`src/rtl/burst_gate_pkg.sv`:
```
package burst_gate_pkg;

    typedef enum logic [1:0] {
        BG_RUN   = 2'd0,
        BG_IDLE  = 2'd1,
        BG_PROBE = 2'd2
    } bg_state_e;

endpackage

```
`src/rtl/burst_wake_timer.sv`:
```
module burst_wake_timer #(
    parameter int CW = 8
) (
    input  logic          clk,
    input  logic          rst_n,
    input  logic          run,
    input  logic [CW-1:0] limit,
    output logic          expire
);

    typedef struct packed {
        logic [CW-1:0] cnt;
    } tmr_t;

    tmr_t tmr_d, tmr_q;

    assign expire = run && (tmr_q.cnt == (limit - 1'b1));

    always_comb begin
        tmr_d = tmr_q;
        if (!run || expire) begin
            tmr_d.cnt = '0;
        end else begin
            tmr_d.cnt = tmr_q.cnt + 1'b1;
        end
    end

    always_ff @(posedge clk or negedge rst_n) begin
        if (!rst_n) begin
            tmr_q <= '0;
        end else begin
            tmr_q <= tmr_d;
        end
    end

    AST_CNT_BELOW_LIMIT: assert property (@(posedge clk) disable iff (!rst_n)
        run |-> (tmr_q.cnt < limit));

endmodule

```
`src/rtl/burst_level_cmp.sv`:
```
module burst_level_cmp #(
    parameter int CODE_W     = 10,
    parameter int BURST_THR  = 310,
    parameter int BURST_HYST = 20
) (
    input  logic [CODE_W-1:0] code,
    output logic              below_entry,
    output logic              above_restart
);

    localparam logic [CODE_W-1:0] ENTRY_LVL   = CODE_W'(BURST_THR - BURST_HYST);
    localparam logic [CODE_W-1:0] RESTART_LVL = CODE_W'(BURST_THR);

    assign below_entry   = (code < ENTRY_LVL);
    assign above_restart = (code > RESTART_LVL);

endmodule

```
`src/rtl/burst_gate_ctrl.sv`:
```
module burst_gate_ctrl
    import burst_gate_pkg::*;
#(
    parameter int CODE_W     = 10,
    parameter int BURST_THR  = 310,
    parameter int BURST_HYST = 20,
    parameter int WAKE_CYC   = 125000,
    parameter int PROBE_CYC  = 4
) (
    input  logic              clk,
    input  logic              rst_n,
    input  logic [CODE_W-1:0] ctrl_code,
    output logic              sw_en,
    output logic              lowpwr_req,
    output logic              burst_mode
);

    localparam int MAX_CYC = (WAKE_CYC > PROBE_CYC) ? WAKE_CYC : PROBE_CYC;
    localparam int CW      = $clog2(MAX_CYC + 1);
    localparam logic [CW-1:0]     WAKE_LIM    = CW'(WAKE_CYC);
    localparam logic [CW-1:0]     PROBE_LIM   = CW'(PROBE_CYC);
    localparam logic [CODE_W-1:0] ENTRY_LVL   = CODE_W'(BURST_THR - BURST_HYST);
    localparam logic [CODE_W-1:0] RESTART_LVL = CODE_W'(BURST_THR);

    typedef struct packed {
        bg_state_e st;
        logic      sw;
        logic      lp;
        logic      bm;
    } ctl_t;

    ctl_t ctl_d, ctl_q;

    logic          below_entry;
    logic          above_restart;
    logic          tmr_run;
    logic          tmr_expire;
    logic [CW-1:0] tmr_limit;

    burst_level_cmp #(
        .CODE_W     (CODE_W),
        .BURST_THR  (BURST_THR),
        .BURST_HYST (BURST_HYST)
    ) u_cmp (
        .code          (ctrl_code),
        .below_entry   (below_entry),
        .above_restart (above_restart)
    );

    assign tmr_run   = (ctl_q.st != BG_RUN);
    assign tmr_limit = (ctl_q.st == BG_PROBE) ? PROBE_LIM : WAKE_LIM;

    burst_wake_timer #(
        .CW (CW)
    ) u_tmr (
        .clk    (clk),
        .rst_n  (rst_n),
        .run    (tmr_run),
        .limit  (tmr_limit),
        .expire (tmr_expire)
    );

    always_comb begin
        ctl_d = ctl_q;
        case (ctl_q.st)
            BG_RUN: begin
                if (below_entry) ctl_d.st = BG_IDLE;
            end
            BG_IDLE: begin
                if (tmr_expire) ctl_d.st = BG_PROBE;
            end
            BG_PROBE: begin
                if (tmr_expire) ctl_d.st = above_restart ? BG_RUN : BG_IDLE;
            end
            default: ctl_d.st = BG_RUN;
        endcase
        ctl_d.sw = (ctl_d.st != BG_IDLE);
        ctl_d.lp = (ctl_d.st == BG_IDLE);
        ctl_d.bm = (ctl_d.st != BG_RUN);
    end

    always_ff @(posedge clk or negedge rst_n) begin
        if (!rst_n) begin
            ctl_q <= '{st: BG_RUN, sw: 1'b1, lp: 1'b0, bm: 1'b0};
        end else begin
            ctl_q <= ctl_d;
        end
    end

    assign sw_en      = ctl_q.sw;
    assign lowpwr_req = ctl_q.lp;
    assign burst_mode = ctl_q.bm;

    AST_ENTRY_BELOW_LEVEL: assert property (@(posedge clk) disable iff (!rst_n)
        $rose(burst_mode) |-> ($past(ctrl_code) < ENTRY_LVL));

    AST_EXIT_FROM_PROBE: assert property (@(posedge clk) disable iff (!rst_n)
        $fell(burst_mode) |-> ($past(ctl_q.st) == BG_PROBE));

    AST_EXIT_ABOVE_RESTART: assert property (@(posedge clk) disable iff (!rst_n)
        $fell(burst_mode) |-> ($past(ctrl_code) > RESTART_LVL));

    AST_IDLE_UNTIL_WAKE: assert property (@(posedge clk) disable iff (!rst_n)
        (ctl_q.st == BG_IDLE && !tmr_expire) |=> (ctl_q.st == BG_IDLE));

endmodule

```
`config.mk`:
```
export PLATFORM = sky130hd
export DESIGN_NAME = burst_gate_ctrl
export DESIGN_NICKNAME = d
export VERILOG_FILES = /design/src/rtl/burst_gate_pkg.sv /design/src/rtl/burst_wake_timer.sv /design/src/rtl/burst_level_cmp.sv /design/src/rtl/burst_gate_ctrl.sv
export SDC_FILE = /design/constraint.sdc
export NUM_CORES = 1
export LEC_CHECK = 0
export BUFFER_PORTS_ARGS = -buffer_cell sky130_fd_sc_hd__buf_2
export CAP_MARGIN = 10
export CORE_ASPECT_RATIO = 0.7
export CORE_MARGIN = 8
export CORE_UTILIZATION = 45
export CTS_CLUSTER_SIZE = 12
export DETAILED_ROUTE_END_ITERATION = 16
export PLACE_DENSITY_LB_ADDON = 0.05
export SYNTH_ARGS = -nofsm -noshare
export SYNTH_HDL_FRONTEND = slang
export SYNTH_SLANG_ARGS = --single-unit
```
`constraint.sdc`:
```
create_clock -name clk -period 3.05 [get_ports clk]
set_input_delay 0.1525 -clock clk [delete_from_list [all_inputs] [get_ports clk]]
set_output_delay 0.1525 -clock clk [all_outputs]
set_load 0.01 [all_outputs]
```
==> impl_metrics.env, run 1 <==
export IMPL_diodes=0
export IMPL_hold_start="ctrl_code[9]"
export IMPL_finalCriticalPeriod_ps=1990
export IMPL_cap_violations=0
export IMPL_ant_nets=0
export IMPL_cts_buffers_inserted=3
export IMPL_cts_max_level=1
export IMPL_grt_max_degree=23
export IMPL_synth_nets=129
export IMPL_die_area_um2=4480
export IMPL_io_pins=15
export IMPL_drive_above_1_share_pct=19.4
export IMPL_min_to="lowpwr_req"
export IMPL_grt_met1_usage_pct=14.0
export IMPL_place_gp_congestion=0.799
export IMPL_cts_sinks=22
export IMPL_insertion_delay_ps=260
export IMPL_arrival_ps=2110
export IMPL_ys_types=32
export IMPL_ff2ff_setup_slack_ps=1060
export IMPL_post_place_cells=163
export IMPL_fp_row_count=15
export IMPL_worstSetupStartpointType="flop"
export IMPL_synth_cells=116
export IMPL_port_buffers=14
export IMPL_antenna_found_initial=0
export IMPL_die_w_um=76.6
export IMPL_post_cts_buffers=0
export IMPL_cts_resized=0
export IMPL_finalHoldViolCount=0
export IMPL_path_max_fanout=17
export IMPL_cp_slowest_cell="o32ai_4"
export IMPL_holdPathStages=3
export IMPL_synth_area_per_cell_um2=9.98
export IMPL_grt_overflow=0
export IMPL_yosysTopAreaCellShare_pct=45.4
export IMPL_grt_pass1_wl_um=3940
export IMPL_wl_um=2260
export IMPL_via_per_inst=5.32
export IMPL_final_cell_mix="nor2_1 (21), dfrtp_1 (21), buf_2 (14)"
export IMPL_slew_headroom_pct=53.8
export IMPL_ir_drop_uv=229
export IMPL_start_util_pct=47.1
export IMPL_root_buffer="clkbuf_8"
export IMPL_ys_ff_latch=22
export IMPL_tns_ps=0
export IMPL_die_h_um=58.4
export IMPL_netlist_area_um2=1160
export IMPL_hp_class="primary input to flop"
export IMPL_leakage_nw=0.534
export IMPL_ys_top_cells_by_area="dfrtp_1 (45%), xnor2_1 (9.1%), nor2_1 (6.8%)"
export IMPL_fin_cells=168
export IMPL_reg2reg_depth=4
export IMPL_cts_buffer_depth=2
export IMPL_cts_tree="yes"
export IMPL_worstReg2RegStart="u_tmr.tmr_q[7]"
export IMPL_dp_hpwl_um=1660
export IMPL_cp_required_ps=3170
export IMPL_drc_errors=0
export IMPL_setup_viol_count_final=0
export IMPL_slew_violations=0
export IMPL_met2_usage_pct=15.7
export IMPL_crit_type="flop to flop"
export IMPL_cts_hold_buf=1
export IMPL_fin_nets=148
export IMPL_wl_per_cell_um=13.5
export IMPL_cpPeakStageDelay_ps=680
export IMPL_grt_use_total_pct=10.9
export IMPL_vias=893
export IMPL_r2r_end="u_tmr.tmr_q[12]"
export IMPL_worstMarginPinSlew_ps=693
export IMPL_path_cells="nor4_1, nand4_2, o32ai_4, nor2_1"
export IMPL_synth_warnings=0
export IMPL_status="completed"
export IMPL_synth_top_cell_by_area="dfrtp_1"
export IMPL_drtIter0Drc=30
export IMPL_crit_path_end_kind="flop"
export IMPL_max_clock_freq_ghz=0.502
export IMPL_rsz0062_at_grt="false"
export IMPL_grt_pass1_vias=860
export IMPL_grtUsageMet3_pct=5.47
export IMPL_dr_pass1_iters=4
export IMPL_fin_skew_ps=3.73
export IMPL_period_share_pct=65.3
export IMPL_p_per_area_nw_per_um2=388
export IMPL_grt_busiest_layer="met2"
export IMPL_yosysSeqAreaShare_pct=47.7
export IMPL_areaGrowthSynthToFinish_pct=14.7
export IMPL_coreArea_um2=2460
export IMPL_fillers=225
export IMPL_clk_pin_slew_ps=70
synthesized netlist by cell type, drive strengths merged:
master  count
or3         1
nand2       3
nor2       21
a41oi       1
xor2        1
inv         7
or4         3
o32ai       1
dfstp       1
a31o        1
o31ai       2
nand4       6
o211ai      2
nand2b      1
o211a       1
o21ai       2
nand3       6
buf         1
a21oi       3
nor2b       1
ha          1
xnor2      12
dfrtp      21
a211oi      2
and4        1
nor3        6
nand4b      1
a21boi      1
nor4        6
per-stage QoR:
| stage | hold slack [ps] | instance area [um^2] | total power [mW] | setup slack [ps] | util, % |
|---|---|---|---|---|---|
| 6_report | 274 | 1330 | 0.514 | 1060 | 54.0 |
| 4_1_cts | 265 | 1330 | 0.520 | 1070 | 54.0 |
| 3_3_place_gp | 141 | 1260 | 0.315 | 1100 | 51.3 |
| 2_1_floorplan | -143 | 1160 | 0.301 | 1350 | - |
| 3_5_place_dp | 143 | 1260 | 0.315 | 1080 | 51.3 |
| 5_1_grt | 302 | 1330 | 0.537 | 970 | 54.0 |
critical path: cells and delay by family, from the launching register on:
kind / cells / cell delay, ps
AO/OA/AOI/OAI: 1 / 680
flip-flops: 1 / 460
AND/OR/NAND/NOR: 3 / 710
routing by layer:
metal | up-vias | routed length (um) | share of wire (%)
met1 | 416 | 1190 | 53
met4 | 0 | 13 | 0.57
met5 | - | 0 | 0
li1 | 456 | - | -
met2 | 18 | 913 | 40
met3 | 3 | 141 | 6.2
cell type report:
cell class	instances	area, um^2	share of cell area, %
Sequential cell	22	552	41.6
Clock buffer	4	55.1	4.15
Multi-Input combinational cell	86	572	43.1
Timing Repair Buffer	15	80.1	6.03
Tap cell	34	42.5	3.20
Inverter	7	26.3	1.98
power by group:
part / internal [mW] / switching [mW]
sequential: 0.292 / 0
clock: 0.115 / 0.0894
combinational: 0.00781 / 0.0107
flip-flops by register name (all words and copies together) (netlist names):
name	cells
ctl_q	2
sw_en	1
u_tmr.tmr_q	17
burst_mode	1
lowpwr_req	1
worst max-delay path by stage:
stage | start | end | cells after the start
2_1_floorplan | u_tmr.tmr_q[7] | sw_en | 4
3_3_place_gp | u_tmr.tmr_q[7] | u_tmr.tmr_q[4] | 4
3_5_place_dp | u_tmr.tmr_q[7] | u_tmr.tmr_q[12] | 4
4_1_cts | u_tmr.tmr_q[3] | u_tmr.tmr_q[12] | 4
5_1_grt | u_tmr.tmr_q[7] | u_tmr.tmr_q[12] | 4
6_report | u_tmr.tmr_q[7] | u_tmr.tmr_q[12] | 4
logic make-up (layout without fill, tap and decap cells):
kind of cell / Yosys count / after routing / synth area share, %
XOR/XNOR: 13 / 13 / 9.84
AND/OR/NAND/NOR: 56 / 56 / 26.4
adder cells (fa/ha/maj): 1 / 1 / 1.08
buffers and inverters: 8 / 26 / 2.92
AO/OA/AOI/OAI: 16 / 16 / 12.1
flip-flops: 22 / 22 / 47.7
(Power assumes the default switching activity.)
==> run 2, diff against run 1 <==
==> constraint.sdc (replaced) <==
create_clock -name clk -period 1.9 [get_ports clk]
set_input_delay 0.095 -clock clk [delete_from_list [all_inputs] [get_ports clk]]
set_output_delay 0.095 -clock clk [all_outputs]
set_load 0.01 [all_outputs]
==> impl_metrics.env, run 2 (same netlist as run 1, synthesis figures left out) <==
export IMPL_drc_errors=0
export IMPL_max_flop_register="u_tmr.tmr_q"
export IMPL_path_cells="nor4_1, nand4_2, or4_4, o211a_1"
export IMPL_start_util_pct=47.1
export IMPL_whs_ps=215
export IMPL_worstSetupStartpointType="flop"
export IMPL_hp_class="primary input to flop"
export IMPL_post_dp_cell_area_um2=1340
export IMPL_io_pins=15
export IMPL_crit_family="simple AND/OR/NAND/NOR gates"
export IMPL_max_clock_freq_ghz=0.571
export IMPL_crit_end="sw_en"
export IMPL_drive_above_1_share_pct=23.9
export IMPL_layout_top_registers="u_tmr.tmr_q: 17 flops, ctl_q: 2 flops"
export IMPL_wl_per_cell_um=14.1
export IMPL_cap_violations=0
export IMPL_fin_nets=156
export IMPL_post_cts_buffers=0
export IMPL_arrival_ps=1950
export IMPL_cp_required_ps=2100
export IMPL_vias=939
export IMPL_fin_area_um2=1400
export IMPL_drtIter0Drc=42
export IMPL_crit_type="flop to flop"
export IMPL_cts_max_level=1
export IMPL_leakage_nw=0.576
export IMPL_port_buffers=14
export IMPL_die_h_um=58.4
export IMPL_areaGrowthSynthToFinish_pct=21.0
export IMPL_path_max_fanout=5
export IMPL_fp_row_count=15
export IMPL_finalHoldViolCount=0
export IMPL_dp_hpwl_um=1890
export IMPL_final_cell_mix="nor2_1 (21), dfrtp_1 (21), buf_2 (14)"
export IMPL_dr_pass1_iters=4
export IMPL_slew_headroom_pct=67.2
export IMPL_crit_cells=4
export IMPL_grt_use_total_pct=11.9
export IMPL_power_mw=0.830
export IMPL_crit_path_start="u_tmr.tmr_q[9]"
export IMPL_slew_violations=0
export IMPL_grt_pass1_vias=979
export IMPL_antenna_found_initial=0
export IMPL_cts_resized=0
export IMPL_grt_max_degree=23
export IMPL_p_per_area_nw_per_um2=593
export IMPL_ir_drop_uv=324
export IMPL_finalCriticalPeriod_ps=1750
export IMPL_setup_viol_count_final=0
export IMPL_coreArea_um2=2460
export IMPL_cpPeakStageDelay_ps=580
export IMPL_cp_slowest_cell="or4_4"
export IMPL_ff2ff_setup_slack_ps=150
export IMPL_cts_tree="yes"
export IMPL_worstMarginPinSlew_ps=493
export IMPL_reg2reg_depth=4
export IMPL_r2r_end="sw_en"
export IMPL_rsz0062_at_grt="false"
export IMPL_cp_buffers_inverters=0
export IMPL_die_w_um=76.6
export IMPL_die_area_um2=4480
export IMPL_place_gp_congestion=0.825
export IMPL_tns_ps=0
export IMPL_largest_register_ffs=17
export IMPL_cts_buffer_depth=2
export IMPL_utilization_pct=56.9
export IMPL_cts_sinks=22
export IMPL_status="completed"
export IMPL_insertion_delay_ps=260
export IMPL_fin_skew_ps=1.39
export IMPL_diodes=0
export IMPL_grt_pass1_wl_um=4390
export IMPL_worstReg2RegStart="u_tmr.tmr_q[9]"
export IMPL_period_share_pct=92.1
export IMPL_wl_um=2490
export IMPL_ant_nets=0
export IMPL_cts_buffers_inserted=3
export IMPL_fillers=220
export IMPL_root_buffer="clkbuf_8"
export IMPL_grt_overflow=0
export IMPL_crit_path_end_kind="flop"
export IMPL_clk_pin_slew_ps=70
export IMPL_via_per_inst=5.34
-- run 2: changes by cell type in the layout (fill, tap and decap cells not counted) --
cell    delta
buf_4      +7
buf_12     +1
-- run 2: worst reg2reg max path, delay by kind of cell, from the launching register on --
| family | cells | cell delay, ps |
|---|---|---|
| simple gates | 3 | 1100 |
| flops | 1 | 440 |
| compound gates | 1 | 150 |
-- run 2: worst min path at each step --
stage | startpoint | to | slack (ps) | cells past startpoint
2_1_floorplan | rst_n | burst_mode | -200 | 0
3_3_place_gp | rst_n | u_tmr.tmr_q[4] | 80 | 1
3_5_place_dp | rst_n | u_tmr.tmr_q[8] | 90 | 1
4_1_cts | ctrl_code[9] | lowpwr_req | 210 | 3
5_1_grt | ctrl_code[9] | burst_mode | 230 | 3
6_report | ctrl_code[9] | lowpwr_req | 210 | 3
-- run 2: routing by layer --
layer  up-vias  part of all wire, %  GRT usage (%)
met5         -                    0              0
met4         0                 0.64           2.45
met3         3                  4.2           3.80
met2        18                   42           18.6
met1       446                   53           15.7
li1        472                    -              -
-- run 2: what timing repair did --
item,4_1_cts,5_1_grt
setup endpoints to repair,0,0
hold buffers,1,0
endpoints found under the hold margin,21,0
-- run 2: through the flow --
stage	cells	worst slack, ps
floorplan	116	203
global placement	171	182
detailed placement	171	165
CTS	176	149
global route	176	45.8
finish	176	149
-- run 2: final cells by class --
class,instances,area (um^2),share of cell area (%)
Clock buffer,4,55.1,3.93
Sequential cell,22,552,39.4
Inverter,7,26.3,1.88
Timing Repair Buffer,23,153,10.9
Tap cell,34,42.5,3.04
Multi-Input combinational cell,86,572,40.8
-- run 2: report_power, final --
group	switching [mW]	internal (mW)	total, mW
clock network	0.147	0.185	0.332
logic	0.0174	0.0125	0.0299
registers	0	0.468	0.468
